[src/rtl/wdt_lock_pkg.sv]
package wdt_lock_pkg;

    // Default field width of the window count.
    localparam int unsigned WDT_TMO_W = 5;

    // Single-bit control fields owned by the watchdog.
    typedef struct packed {
        logic wd_en;      // watchdog enabled
        logic rst_on_wd;  // pulse reset on expiry
        logic rst_on_fc;  // pulse reset on frequency change
        logic long_unit;  // unit select: 1 = long
    } wdt_ctrl_t;

    localparam wdt_ctrl_t WDT_CTRL_RST = '{wd_en: 1'b0, rst_on_wd: 1'b0,
                                           rst_on_fc: 1'b0, long_unit: 1'b0};

endpackage

[src/rtl/wdt_unit_timer.sv]
module wdt_unit_timer #(
    parameter int unsigned TMO_W       = 5,
    parameter int unsigned SHORT_TICKS = 3,
    parameter int unsigned LONG_TICKS  = 50
) (
    input  logic             clk_i,
    input  logic             rst_ni,
    input  logic             tick_i,
    input  logic             start_i,
    input  logic             stop_i,
    input  logic             long_i,
    input  logic [TMO_W-1:0] window_i,
    output logic             expire_o
);

    localparam int unsigned MAX_TICKS = (LONG_TICKS > SHORT_TICKS) ? LONG_TICKS : SHORT_TICKS;
    localparam int unsigned SUB_W     = $clog2(MAX_TICKS + 1);

    typedef struct packed {
        logic             armed;
        logic [TMO_W-1:0] units;
        logic [SUB_W-1:0] sub;
    } tmr_t;

    tmr_t       st_d, st_q;
    logic [SUB_W-1:0] unit_last;
    logic       unit_done;
    logic       final_tick;

    always_comb begin
        st_d       = st_q;
        unit_last  = long_i ? SUB_W'(LONG_TICKS - 1) : SUB_W'(SHORT_TICKS - 1);
        unit_done  = st_q.armed && tick_i && (st_q.sub >= unit_last);
        final_tick = unit_done && (st_q.units == '0);
        expire_o   = final_tick && !start_i && !stop_i;

        if (stop_i) begin
            st_d.armed = 1'b0;
            st_d.units = window_i;
            st_d.sub   = '0;
        end else if (start_i) begin
            st_d.armed = 1'b1;
            st_d.units = window_i;
            st_d.sub   = '0;
        end else if (st_q.armed && tick_i) begin
            if (unit_done) begin
                st_d.sub = '0;
                if (st_q.units == '0) begin
                    st_d.armed = 1'b0;
                end else begin
                    st_d.units = st_q.units - 1'b1;
                end
            end else begin
                st_d.sub = st_q.sub + 1'b1;
            end
        end
    end

    always_ff @(posedge clk_i or negedge rst_ni) begin
        if (!rst_ni) begin
            st_q <= '{armed: 1'b0, units: '1, sub: '0};
        end else begin
            st_q <= st_d;
        end
    end

    // an expiry can only come out of a running timer
    assert_expire_when_armed_R2: assert property (@(posedge clk_i) disable iff (!rst_ni)
        expire_o |-> st_q.armed);

    // without a tick, start or stop the remaining count holds
    assert_hold_without_tick_R2: assert property (@(posedge clk_i) disable iff (!rst_ni)
        (!tick_i && !start_i && !stop_i) |=> $stable(st_q.units) && $stable(st_q.sub));

    // a stop leaves the timer idle
    assert_stop_disarms_R8: assert property (@(posedge clk_i) disable iff (!rst_ni)
        stop_i |=> !st_q.armed);

endmodule

[src/rtl/wdt_rst_stretch.sv]
module wdt_rst_stretch #(
    parameter int unsigned PULSE_CLKS = 16
) (
    input  logic clk_i,
    input  logic rst_ni,
    input  logic trig_i,
    output logic rst_no
);

    localparam int unsigned CNT_W = $clog2(PULSE_CLKS + 1);

    logic [CNT_W-1:0] left_d, left_q;

    always_comb begin
        if (trig_i) begin
            left_d = CNT_W'(PULSE_CLKS);
        end else if (left_q != '0) begin
            left_d = left_q - 1'b1;
        end else begin
            left_d = '0;
        end
    end

    always_ff @(posedge clk_i or negedge rst_ni) begin
        if (!rst_ni) begin
            left_q <= '0;
        end else begin
            left_q <= left_d;
        end
    end

    assign rst_no = (left_q == '0);

    // the request never falls without a trigger
    assert_fall_needs_trigger_R9: assert property (@(posedge clk_i) disable iff (!rst_ni)
        $fell(rst_no) |-> $past(trig_i));

    // any trigger holds the request low in the next cycle
    assert_trigger_drives_low_R12: assert property (@(posedge clk_i) disable iff (!rst_ni)
        trig_i |=> !rst_no);

endmodule

[src/rtl/wdt_recovery_lock.sv]
module wdt_recovery_lock #(
    parameter int unsigned TMO_W       = wdt_lock_pkg::WDT_TMO_W,
    parameter int unsigned SHORT_TICKS = 3,
    parameter int unsigned LONG_TICKS  = 50,
    parameter int unsigned PULSE_CLKS  = 16
) (
    input  logic             clk_i,
    input  logic             rst_ni,
    input  logic             tick_i,
    input  logic             freq_chg_i,
    input  logic             en_wr_i,
    input  logic             en_wdata_i,
    input  logic             tmo_wr_i,
    input  logic [TMO_W-1:0] tmo_wdata_i,
    input  logic             tmo_long_i,
    input  logic             rsten_wr_i,
    input  logic             rsten_wd_i,
    input  logic             rsten_fc_i,
    input  logic             sts_wr_i,
    input  logic             sts_wdata_i,
    output logic             recovery_o,
    output logic             timeout_sts_o,
    output logic             sys_rst_no
);

    import wdt_lock_pkg::*;

    typedef struct packed {
        wdt_ctrl_t        ctrl;
        logic [TMO_W-1:0] window;
        logic             sts;
        logic             recov;
    } top_t;

    top_t st_d, st_q;

    logic en_clear;
    logic fc_accept;
    logic tmr_start;
    logic tmr_expire;
    logic rst_trig;

    wdt_unit_timer #(
        .TMO_W      (TMO_W),
        .SHORT_TICKS(SHORT_TICKS),
        .LONG_TICKS (LONG_TICKS)
    ) u_timer (
        .clk_i   (clk_i),
        .rst_ni  (rst_ni),
        .tick_i  (tick_i),
        .start_i (tmr_start),
        .stop_i  (en_clear),
        .long_i  (st_q.ctrl.long_unit),
        .window_i(st_q.window),
        .expire_o(tmr_expire)
    );

    wdt_rst_stretch #(
        .PULSE_CLKS(PULSE_CLKS)
    ) u_pulse (
        .clk_i (clk_i),
        .rst_ni(rst_ni),
        .trig_i(rst_trig),
        .rst_no(sys_rst_no)
    );

    always_comb begin
        st_d      = st_q;
        en_clear  = en_wr_i && !en_wdata_i;
        fc_accept = freq_chg_i && !st_q.recov;
        tmr_start = fc_accept && st_q.ctrl.wd_en;
        rst_trig  = (tmr_expire && st_q.ctrl.rst_on_wd) || (fc_accept && st_q.ctrl.rst_on_fc);

        if (tmo_wr_i) begin
            st_d.window         = tmo_wdata_i;
            st_d.ctrl.long_unit = tmo_long_i;
        end
        if (rsten_wr_i) begin
            st_d.ctrl.rst_on_wd = rsten_wd_i;
            st_d.ctrl.rst_on_fc = rsten_fc_i;
        end
        if (en_wr_i) begin
            st_d.ctrl.wd_en = en_wdata_i;
        end
        if (en_clear) begin
            st_d.recov = 1'b0;
        end
        if (sts_wr_i && sts_wdata_i) begin
            st_d.sts = 1'b0;
        end
        if (tmr_expire) begin
            st_d.sts   = 1'b1;
            st_d.recov = 1'b1;
        end
    end

    always_ff @(posedge clk_i or negedge rst_ni) begin
        if (!rst_ni) begin
            st_q <= '{ctrl: WDT_CTRL_RST, window: '1, sts: 1'b0, recov: 1'b0};
        end else begin
            st_q <= st_d;
        end
    end

    assign recovery_o    = st_q.recov;
    assign timeout_sts_o = st_q.sts;

    // entering recovery always comes with the status set
    assert_recovery_sets_status_R5: assert property (@(posedge clk_i) disable iff (!rst_ni)
        $rose(recovery_o) |-> timeout_sts_o);

    // recovery is left only through a write that clears the enable
    assert_unlock_by_enable_R8: assert property (@(posedge clk_i) disable iff (!rst_ni)
        $fell(recovery_o) |-> $past(en_wr_i && !en_wdata_i));

    // status falls only on a write of 1
    assert_status_clear_write_R7: assert property (@(posedge clk_i) disable iff (!rst_ni)
        $fell(timeout_sts_o) |-> $past(sts_wr_i && sts_wdata_i));

    // an enable clear blocks entry into recovery in the same cycle
    assert_clear_beats_expiry_R11: assert property (@(posedge clk_i) disable iff (!rst_ni)
        (en_wr_i && !en_wdata_i) |=> !recovery_o);

endmodule

[config.mk]
export PLATFORM = sky130hd
export DESIGN_NAME = wdt_recovery_lock
export DESIGN_NICKNAME = d
export VERILOG_FILES = /design/src/rtl/wdt_lock_pkg.sv /design/src/rtl/wdt_unit_timer.sv /design/src/rtl/wdt_rst_stretch.sv /design/src/rtl/wdt_recovery_lock.sv
export SDC_FILE = /design/constraint.sdc
export NUM_CORES = 1
export LEC_CHECK = 0
export ABC_AREA = 1
export BUFFER_PORTS_ARGS = -buffer_cell sky130_fd_sc_hd__buf_2
export CAP_MARGIN = 15
export CELL_PAD_IN_SITES_DETAIL_PLACEMENT = 0
export CELL_PAD_IN_SITES_GLOBAL_PLACEMENT = 1
export CORE_MARGIN = 5
export CORE_UTILIZATION = 45
export CTS_BUF_LIST = sky130_fd_sc_hd__clkbuf_4 sky130_fd_sc_hd__clkbuf_8
export CTS_CLUSTER_DIAMETER = 60
export DETAILED_ROUTE_END_ITERATION = 8
export PLACE_DENSITY = 0.84
export SLEW_MARGIN = 20
export SYNTH_ARGS = -nofsm -noshare
export SYNTH_HDL_FRONTEND = slang
export SYNTH_SLANG_ARGS = --single-unit
[constraint.sdc]
create_clock -name clk_i -period 1.95 [get_ports clk_i]
set_input_delay 0.0975 -clock clk_i [delete_from_list [all_inputs] [get_ports clk_i]]
set_output_delay 0.0975 -clock clk_i [all_outputs]
set_load 0.02 [all_outputs]
==> results.tsv <==
stage	metric	value	unit
detailed_routing	antenna_left	0	
synthesis	synth_ff_type	dfrtp_1	
critical_path	path_max_fanout	4	
floorplanning	die_w	69.40	um
clock_tree	htreeDepth	1	
cells_and_area	drive_gt1_frac	0.3000	
global_route	grt_pass1_vias	1222	
placed_design	gp_congestion	0.8010	
critical_path	path_buf_inv	3	
clock_tree	cts_made_buffers	3	
synthesis	synth-edff-count	0	
cells_and_area	nFillCells	318	
critical_path	criticalPathCategory	reg -> out	
global_route	grt_max_degree	29	
critical_path	reg2reg_slack	0.30	ns
cells_and_area	antenna_cells	0	
power_and_ir_drop	seqPwrFrac	0.476	
sta	setup_viol	0	
critical_path	endpoint_kind	primary output	
critical_path	critPathArrivalTime	1.57	ns
detailed_routing	routed_wl	2.889	mm
critical_path	critical_path.cell_chain	inv_1 > ha_1 > nor3b_2 > nand2_1 > inv_1 > buf_2	
floorplanning	die_area	0.004816	mm^2
global_route	track_usage	0.1275	
clock_tree	cts-root-buf	clkbuf_4	
floorplanning	rows	21	
clock_tree	clk_path_buf_depth	2	
floorplanning	coreArea	0.003390	mm^2
sta	slew_violations	0	
synthesis	synth-seq-cells	28	
critical_path	crit_path_frequent_cell	inv_1	
power_and_ir_drop	leakage	0.0009319	uW
placed_design	io_buffers	20	
job	cap_violations	0	
power_and_ir_drop	comb_power_share	0.393	
clock_tree	clock_latency	0.32	ns
synthesis	syn_inst	179	
cells_and_area	fin_area	0.001843	mm^2
floorplanning	die_h	69.40	um
critical_path	slowest_stage	dfrtp_1	
critical_path	path_delay_family	flip-flops	
sta	fmax	0.5986	GHz
clock_tree	post_cts_buffers	0	
outcome	status	completed	
clock_tree	cts_tree	done	
cells_and_area	multi_input_area	752.0	um^2
sta	relSlewSlack	0.5938	
critical_path	start_kind	flip-flop	
sta	skew	0.004166	ns
sta	rsz0062_at_grt	no	
detailed_routing	drc	0	
synthesis	ys_types	34	
floorplanning	ios	21	
synthesis	netlist_area	0.001588	mm^2
detailed_routing	drt-initial-drc-count	53	
clock_tree	cts.clk_slew.worst_paths	0.14	ns
detailed_routing	first_pass_iters	4	
power_and_ir_drop	vdd_drop_max	0.5431	mV
synthesis	async_flop_share	1.000	
cells_and_area	area_growth_syn_to_layout	16.08	%
sta	min_period	1.671	ns
cells_and_area	layout.nets	237	
sta	worstMarginPinSlew	0.6093	ns
placed_design	postPlaceCellArea	0.001722	mm^2
synthesis	synth_fp_nets	205	
detailed_routing	detailroute.via_count	1229	
placed_design	dp_hpwl	2.313	mm
sta	hold_viol_final	0	
global_route	grt-ovfl-total	0	
sta	finalCritPeriodShare	0.8567	
critical_path	cp.required	1.85	ns
power_and_ir_drop	p_sw_frac	0.3734	
detailed_routing	via_per_inst	4.801	
cells_and_area	register_area	713.2	um^2
floorplanning	start_util	0.4684	
critical_path	slowest_delay	0.40	ns
power_and_ir_drop	switchingPower	673.0	uW
sta	tns	0	ns
global_route	antenna_found_initial	0	
power_and_ir_drop	power.share.clock	0.131	
synthesis	yosys_warnings	0	
synthesis	ys_seq_area_frac	0.4492	
clock_tree	clock-sinks	28	
detailed_routing	wire_per_inst	11.29	um
global_route	grt_pass1_wl	5.078	mm
power_and_ir_drop	powerDensity	977.8	mW/mm^2
synthesis	avgSynthCellArea	8.870	um^2
power_and_ir_drop	internal-power	1129	uW
min_path	hp-class	in -> reg	
-- metal layers --
layer | track usage | up-vias | wire length, um
met4 | 0.05206 | 0 | 48
met2 | 0.2150 | 8 | 1458
met5 | 0 | - | 0
li1 | - | 641 | -
met1 | 0.1600 | 575 | 1323
met3 | 0.02319 | 5 | 60
-- metrics by stage --
stage	std cells	hold WS (ns)	total power, uW	setup WS, ns	util
after global routing	256	0.01448	1961	0.1044	0.5437
after global placement	243	0.1393	1528	0.3656	0.5079
after detailed placement	243	0.1459	1563	0.3018	0.5079
after floorplan	179	-0.1981	1410	0.5258	-
final	256	0.01525	1802	0.2794	0.5437
after CTS	256	0.006464	1818	0.1529	0.5423
-- cell families (layout without fill, tap and decap cells) --
logic type      count (synthesis)  in the layout  share of synthesized area
buf+inv                        29             60                    0.08038
compound gates                 19             19                    0.07172
xor+xnor                        3              3                    0.01655
flops                          28             28                     0.4492
mux                             5              5                    0.03546
fa+ha+maj                       8              8                    0.06304
simple gates                   87             87                     0.2837
-- Yosys cell counts (all sizes together), types with 2 or more instances --
master,number,area [um^2]
o22ai,2,18.77
nand2,50,207.7
inv,26,100.1
ha,8,100.1
dfrtp,18,450.4
nand3,16,110.1
nand4,3,18.77
xor2,2,17.52
nor2,12,52.55
a21oi,4,23.77
mux2,5,56.30
dfstp,10,262.8
o21ai,10,50.05
nor3,4,47.54
-- flip-flops by register name, indices dropped and copies added, names as in the netlist --
register and flops:
recovery_o 1, st_q 9, timeout_sts_o 1, u_pulse.left_q 5
u_timer.st_q 12
-- tightest hold or removal path: stages --
cell and delay (ns):
buf_2 0.09, nor2_1 0.04, nor2_1 0.09
-- power groups by stage --
stage	Clock, uW	Sequential (uW)	Combinational [uW]
after CTS	250	853	715
after global placement	0	859	669
after global routing	269	876	815
after floorplan	0	843	568
after detailed placement	0	865	698
final	236	857	709
-- layout make-up --
type,count,share of cell area
Clock buffer,3,0.01222
Multi-Input combinational cell,122,0.4080
Timing Repair Buffer,29,0.1032
Inverter,27,0.05635
Clock inverter,1,0.002037
Sequential cell,28,0.3870
Tap cell,46,0.03123
-- layout by cell type, fill, tap and decap left out, drive strengths merged --
cell         count
nand2           50
inv             26
buf             20
dfrtp           18
nand3           16
nor2            12
dfstp           10
o21ai           10
dlygate4sd3      9
ha               8
mux2             5
a21oi            4
nor3             4
nand4            3
clkbuf           3
xor2             2
clkinv           2
o22ai            2
nor3b            1
or2              1
o211ai           1
a31oi            1
o21bai           1
xnor2            1
-- worst paths after layout --
kind	start	to	depth (start not counted)
setup / recovery	u_pulse.left_q[0]$_DFF_PN0_	sys_rst_no	6
hold / removal	en_wr_i	st_q[10]$_DFFE_PN0P_	3
setup reg to reg	st_q[7]$_DFFE_PN0P_	u_timer.st_q[11]$_DFFE_PN0P_	11
hold reg to reg	u_timer.st_q[7]$_DFFE_PN1P_	u_timer.st_q[7]$_DFFE_PN1P_	2
max in group asynchronous	rst_ni	u_timer.st_q[4]$_DFFE_PN0P_	2
min in group asynchronous	rst_ni	st_q[10]$_DFFE_PN0P_	2
-- timing repair --
| item | 4_1_cts | 5_1_grt |
|---|---|---|
| hold buffers | 9 | 0 |
| resized for setup | 0 | 1 |
| hold endpoints to repair | 26 | 0 |
| setup endpoints to repair | 0 | 1 |
No activity file was read; power rests on OpenSTA's default activity.
